<file path="src/rtl/msi_cap_regs.sv">
module msi_cap_regs #(
  parameter int NUM_VEC     = 8,
  parameter int ADDR64      = 1,
  parameter int VEC_MASKING = 1
) (
  input  logic        clk,
  input  logic        rst_n,
  input  logic        acc_wr,
  input  logic [2:0]  acc_addr,
  input  logic [3:0]  acc_be,
  input  logic [31:0] acc_wdata,
  output logic [31:0] acc_rdata,
  input  logic        pend_load,
  input  logic [31:0] pend_val,
  output logic        msi_en,
  output logic [2:0]  mme,
  output logic [63:0] msg_addr,
  output logic [15:0] msg_data,
  output logic [31:0] vec_mask,
  output logic [31:0] pending,
  output logic        intx_deassert
);

  localparam int          MMC     = $clog2(NUM_VEC);
  localparam logic [2:0]  MMC_F   = 3'(MMC);
  localparam int          CAP_LEN = (ADDR64 != 0) ? ((VEC_MASKING != 0) ? 24 : 14)
                                                  : ((VEC_MASKING != 0) ? 20 : 10);
  localparam logic [2:0]  DW_DATA = (ADDR64 != 0) ? 3'd3 : 3'd2;
  localparam logic [2:0]  DW_MASK = DW_DATA + 3'd1;
  localparam logic [2:0]  DW_PEND = DW_DATA + 3'd2;
  localparam logic [31:0] VMASK   = 32'hFFFF_FFFF >> (32 - NUM_VEC);
  localparam logic        HAS64   = (ADDR64 != 0);
  localparam logic        HASMSK  = (VEC_MASKING != 0);

  logic        en_q, intx_q;
  logic [2:0]  mme_q;
  logic [29:0] alo_q;
  logic [31:0] ahi_q, mask_q, pend_q;
  logic [15:0] data_q;

  logic [3:0]  in_cap;
  logic [31:0] lane_m, cur, wm, nxt;
  logic [15:0] ctrl;
  logic        hit, en_n;
  logic [2:0]  mme_n;

  always_comb begin
    for (int b = 0; b < 4; b++)
      in_cap[b] = ({3'd0, acc_addr, 2'(b)} < 8'(CAP_LEN));
  end

  assign lane_m = {{8{in_cap[3]}}, {8{in_cap[2]}}, {8{in_cap[1]}}, {8{in_cap[0]}}};
  assign ctrl   = {7'd0, HASMSK, HAS64, mme_q, MMC_F, en_q};

  always_comb begin
    cur = '0;
    wm  = '0;
    if (acc_addr == 3'd0) begin
      cur = {ctrl, 8'h00, 8'h05};
      wm  = 32'h0071_0000;
    end else if (acc_addr == 3'd1) begin
      cur = {alo_q, 2'b00};
      wm  = 32'hFFFF_FFFC;
    end else if (HAS64 && acc_addr == 3'd2) begin
      cur = ahi_q;
      wm  = 32'hFFFF_FFFF;
    end else if (acc_addr == DW_DATA) begin
      cur = {16'h0, data_q};
      wm  = 32'h0000_FFFF;
    end else if (HASMSK && acc_addr == DW_MASK) begin
      cur = mask_q;
      wm  = VMASK;
    end else if (HASMSK && acc_addr == DW_PEND) begin
      cur = pend_q;
    end
  end

  assign acc_rdata = cur & lane_m;

  logic [31:0] be_m;
  assign be_m = {{8{acc_be[3]}}, {8{acc_be[2]}}, {8{acc_be[1]}}, {8{acc_be[0]}}};
  assign nxt  = (cur & ~(wm & be_m & lane_m)) | (acc_wdata & wm & be_m & lane_m);
  assign hit  = acc_wr && |(acc_be & in_cap);

  always_comb begin
    en_n  = en_q;
    mme_n = mme_q;
    if (acc_wr && acc_addr == 3'd0) begin
      en_n  = nxt[16];
      mme_n = nxt[22:20];
    end
    if (hit && en_n && mme_n > MMC_F)
      mme_n = MMC_F;
  end

  always_ff @(posedge clk or negedge rst_n) begin
    if (!rst_n) begin
      en_q   <= 1'b0;
      mme_q  <= 3'd0;
      alo_q  <= '0;
      ahi_q  <= '0;
      data_q <= '0;
      mask_q <= '0;
      pend_q <= '0;
      intx_q <= 1'b0;
    end else begin
      en_q   <= en_n;
      mme_q  <= mme_n;
      intx_q <= hit && en_n;
      if (acc_wr && acc_addr == 3'd1)
        alo_q <= nxt[31:2];
      if (HAS64 && acc_wr && acc_addr == 3'd2)
        ahi_q <= nxt;
      if (acc_wr && acc_addr == DW_DATA)
        data_q <= nxt[15:0];
      if (HASMSK && acc_wr && acc_addr == DW_MASK)
        mask_q <= nxt;
      if (HASMSK && pend_load)
        pend_q <= pend_val & VMASK;
    end
  end

  assign msi_en        = en_q;
  assign mme           = mme_q;
  assign msg_addr      = {ahi_q, alo_q, 2'b00};
  assign msg_data      = data_q;
  assign vec_mask      = mask_q;
  assign pending       = pend_q;
  assign intx_deassert = intx_q;

endmodule

</file>
<file path="config.mk">
export PLATFORM = sky130hd
export DESIGN_NAME = msi_cap_regs
export DESIGN_NICKNAME = d
export VERILOG_FILES = /design/src/rtl/msi_cap_regs.sv
export SDC_FILE = /design/constraint.sdc
export NUM_CORES = 1
export LEC_CHECK = 0
export BUFFER_PORTS_ARGS = -buffer_cell sky130_fd_sc_hd__buf_2
export CAP_MARGIN = 20
export CORE_MARGIN = 5
export CORE_UTILIZATION = 52
export CTS_CLUSTER_SIZE = 25
export DETAILED_ROUTE_END_ITERATION = 16
export PLACE_DENSITY = 0.86
export SYNTH_ARGS = -nofsm -noshare
export SYNTH_HDL_FRONTEND = slang
export SYNTH_SLANG_ARGS = --single-unit
</file>
<file path="constraint.sdc">
create_clock -name clk -period 4.11 [get_ports clk]
set_clock_uncertainty 0.1 [all_clocks]
set_input_delay 0.822 -clock clk [delete_from_list [all_inputs] [get_ports clk]]
set_output_delay 0.822 -clock clk [all_outputs]
set_load 0.05 [all_outputs]
</file>
# Word level (Yosys, flattened, before mapping)
# Cells that the tools add are included.
[op_classes]
eq_ne = 5
mux = 14
n_reduce_logical = 10
order_cmp = 5
bitwise = 10
[ops]
columns = ["operator", "n"]
rows = [
  ["two-way mux 32 bit", 8],
  ["bitwise AND 32 bit", 7],
  ["inverter 32 bit", 1],
  ["OR 32 bit", 1],
  ["< comparator 5 bit, second input constant", 4],
  ["two-way mux 16 bit", 1],
  ["two-way mux 8 bit", 2],
  ["logical AND 1 bit", 8],
  ["equality test 3 x 2 -> 1 bit, second input constant", 2],
  ["equality test 3 bit, second input constant", 2],
  ["two-way mux 3 bit", 2],
  ["bitwise AND 4 bit", 1],
  ["OR reduction 4 bit", 1],
  ["equality test 3 x 1 -> 1 bit, second input constant", 1],
  ["> comparator 3 x 2 -> 1 bit, second input constant", 1],
  ["logical NOT 3 bit", 1],
  ["two-way mux 1 bit", 1],
]
[totals]
out_inout_bits = 181
regBits = 123
elab_cells = 52
input_bits = 75

# Logic depth before layout (Yosys ltp)
[depth]
depth_word = 15
ltp_mapped = 8

# Worst setup path after synthesis
# OpenSTA, ideal clock, no wires.
[synth_path]
path_kind = "input -> output"
start = "input acc_addr[0]"
end = "output acc_rdata[15]"
n_path_buf = 2
stages = 6
slack_ps = 651
arrival_time_ps = 2537
cell_sequence = "buf_4 buf_4 mux2i_1 nor2_1 a21oi_1 o21ai_0"
[synth_between]
elab_chain_len = 7
word_cells_on_any_way = 12
cone_classes = "1 x order compare; 4 x eq/ne; 5 x mux; 1 x bitwise; 1 x reduce/logical"
[synth_rtl]
columns = ["element", "line_no", "text"]
rows = [
  ["start: declaration", "9", "input logic [2:0] acc_addr,"],
  ["equality test 3 bit", "70", "end else if (HASMSK && acc_addr == DW_MASK) begin"],
  ["two-way mux 32 bit", "70", ""],
  ["two-way mux 32 bit", "67", "end else if (acc_addr == DW_DATA) begin"],
  ["two-way mux 32 bit", "64", "end else if (HAS64 && acc_addr == 3'd2) begin"],
  ["two-way mux 32 bit", "61", "end else if (acc_addr == 3'd1) begin"],
  ["two-way mux 32 bit", "58", "if (acc_addr == 3'd0) begin"],
  ["bitwise AND 32 bit (*)", "78", "assign acc_rdata = cur & lane_m;"],
  ["end: declaration", "12", "output logic [31:0] acc_rdata,"],
]
# Mark *: on every way between the ends. The rest lies on a longest branch, timed or not.

# Final worst setup path
[layout_path]
start = "input acc_addr[1]"
end = "output acc_rdata[6]"
[layout_between]
elab_chain_len = 8
word_cells_on_any_way = 14
cone_classes = "1 x order compare; 5 x eq/ne; 6 x mux; 1 x bitwise; 1 x reduce/logical"
[layout_rtl]
columns = ["element", "line_no", "text"]
rows = [
  ["equality test 3 bit", "73", "end else if (HASMSK && acc_addr == DW_PEND) begin"],
  ["two-way mux 8 bit", "73", ""],
  ["two-way mux 32 bit", "70", ""],
  ["two-way mux 32 bit", "67", ""],
  ["two-way mux 32 bit", "64", ""],
  ["two-way mux 32 bit", "61", ""],
  ["two-way mux 32 bit", "58", ""],
  ["bitwise AND 32 bit (*)", "78", ""],
]
# Marked as above.

==> impl_metrics.ini <==
[outcome]
outcome = complete, no violations

[routing]
drtIter0Drc = 383
drt-wirelength-per-cell_um = 17.8
drc = 0
vias = 5239
routed_wl_um = 16800
drtPass1Iterations = 5
avgViaCountPerCell = 5.56
antenna_left = 0

[grt]
grt_pass1_vias = 5204
grt_overflow = 0
track_usage = 0.241
grt_max_degree = 67
antenna_found_initial = 0
grt_pass1_wl_um = 26900

[floorplanning]
die_w_um = 117
io_pins = 256
die_y_um = 117
core_area_um2 = 11400
initial_core_util = 0.527
dieArea_um2 = 13800
rows = 39

[hold_path]
min_path_type = reg2reg

[placed_design]
hpwl_um = 12000
place.gp.congestion = 0.902
io_buffers = 205
placed_cell_area_um2 = 6910

[sta]
period_needed_ns = 3.61
worstMarginPinSlew_ns = 0.910
finalHoldViolCount = 0
rsz0062_at_grt = false
finalSetupViolCount = 0
report.final.slew_viol_count = 0
fmax_mhz = 277
slew_headroom = 0.393
min_period_over_period = 0.878
tns_ns = 0

[synthesis]
ys_warn_count = 0
netlist_instances = 618
synth.area.top_cells = dfrtp_1 (51%), mux2i_1 (7.7%), nand2_1 (5.8%)
netlist.area_leader.share = 0.514
synth_edf_count = 0
synth_largest_area_cell = dfrtp_1
synth-main-ff-cell = dfrtp_1
async_flop_share = 1.00
yosysUniqueCellTypes = 47
ys_seq_area_frac = 0.514
synth_area_per_cell_um2 = 9.69
syn_area_um2 = 5990
ys_seq_elements = 123

[worst_setup_path]
crit_chain = buf_2, nor2b_1, a22oi_1, o22ai_1, and2_1, buf_2
crit_path_end_kind = output pin
max_stage_delay_ns = 0.63
cp_max_fo = 19
arrival_ns = 2.69
required_ns = 3.19
cp_slowest_cell = nor2b_1
cp-start-kind = input pin
critPathMostFrequentCell = buf_2
criticalPathCategory = in2out

[cts]
clk_pin_slew_ns = 0.05
cts_sinks = 123
htreeDepth = 4
holdBufCountCts = 0
clk_path_buf_depth = 2
ctsResizeCount = 0
cts_tree = built
ctsRootBufferMaster = clkbuf_16
clk-insertion-delay-late_ns = 0.42
cts_made_buffers = 17
post_cts_buffers = 0

[flow_run]
drv_cap = 0

[power_and_ir_drop]
power_density_nw_per_um2 = 571
vdd_ir_drop_max_uv = 389
p_leak_nw = 3.92
p_total_mw = 4.28

[cells_and_area]
final_design_area_no_fill_um2 = 7500
insertedDiodeCount = 0
drive_gt1_frac = 0.334
nets = 863
nFillCells = 892
area_growth_pct = 25.2
[metrics by stage]
stage / std cells / worst slack [ns] / hold WS, ns / utilization
floorplan: 643 / 0.651 / 0.426 / -
global placement: 912 / 0.596 / 0.284 / 0.608
detailed placement: 912 / 0.540 / 0.287 / 0.608
CTS: 943 / 0.542 / 0.300 / 0.659
global route: 943 / 0.414 / 0.310 / 0.659
finish: 943 / 0.502 / 0.295 / 0.659
[report_power, final]
part | internal, mW | switching (mW)
combinational | 0.294 | 1.02
clock | 0.935 | 0.531
sequential | 1.37 | 0.130
total | 2.60 | 1.68
[metal layers]
metal | up-vias | track usage | share of wire
met5 | - | 0 | 0
li1 | 2433 | - | -
met4 | 0 | 0.109 | 0.024
met1 | 2501 | 0.301 | 0.41
met3 | 37 | 0.0679 | 0.076
met2 | 268 | 0.388 | 0.49
[final cells by class]
cell class                      instances  area (um2)  area share
Clock buffer                           21         470      0.0628
Timing Repair Buffer                  213        1100       0.147
Tap cell                              143         179      0.0239
Clock inverter                         10         118      0.0157
Multi-Input combinational cell        426        2520       0.337
Inverter                                7        26.3     0.00351
Sequential cell                       123        3080       0.411
[path summary, 6_finish.rpt]
check,startpoint,slack [ns],endpoint,depth (start not counted)
worst min-delay path,vec_mask[16]$_DFFE_PN0P_,0.30,vec_mask[16]$_DFFE_PN0P_,0
worst max register to register,ahi_q[0]$_DFFE_PN0P_,2.32,ahi_q[0]$_DFFE_PN0P_,5
worst max-delay path,acc_addr[1],0.50,acc_rdata[6],6
min in group asynchronous,rst_n,0.36,alo_q[7]$_DFFE_PN0P_,1
max in group asynchronous,rst_n,2.72,mme[1]$_DFF_PN0_,2
worst min register to register,vec_mask[16]$_DFFE_PN0P_,0.30,vec_mask[16]$_DFFE_PN0P_,0
[registers in the layout, summed over array words and instances (netlist names)]
name           cells
ahi_q             32
alo_q             30
intx_deassert      1
mme                3
msg_data          16
msi_en             1
pending            8
vec_mask          32
[placed cells by master (no fill, tap or decap), types with 4 or more instances in the layout]
cell type,synthesis,layout
a21oi_1,24,24
a22o_1,4,4
a22oi_1,22,22
a31oi_1,6,6
and2_1,14,14
and3_1,5,5
buf_2,10,204
buf_4,32,8
clkbuf_16,0,17
clkinvlp_4,0,4
conb_1,1,26
dfrtp_1,123,123
inv_1,6,6
mux2_2,8,8
mux2i_1,46,46
nand2_1,92,91
nand2b_1,11,11
nand3_1,5,4
nor2_1,26,26
nor2b_1,8,8
o21ai_0,66,66
o21ai_1,7,7
o22ai_1,17,17
o2bb2ai_1,8,8
[cells by family after synthesis]
family	count (synthesis)	share of synthesized area
AOI/OAI and AO/OA	168	0.170
buffers and inverters	94	0.0823
DFF	123	0.514
muxes	54	0.0919
other	1	0.000626
and+or+nand+nor	178	0.141
[worst max-delay path: cells and delay by family]
family | cells | cell delay [ns]
AO/OA/AOI/OAI | 2 | 0.45
AND/OR/NAND/NOR | 2 | 0.80
buffers and inverters | 2 | 0.62
[synthesized netlist by cell type (11+ instances only)]
cell      count
a21oi_1      24
a22oi_1      22
and2_1       14
buf_4        32
clkbuf_1     44
dfrtp_1     123
mux2i_1      46
nand2_1      92
nand2b_1     11
nor2_1       26
o21ai_0      66
o22ai_1      17
No activity file was read; power rests on OpenSTA's default activity.
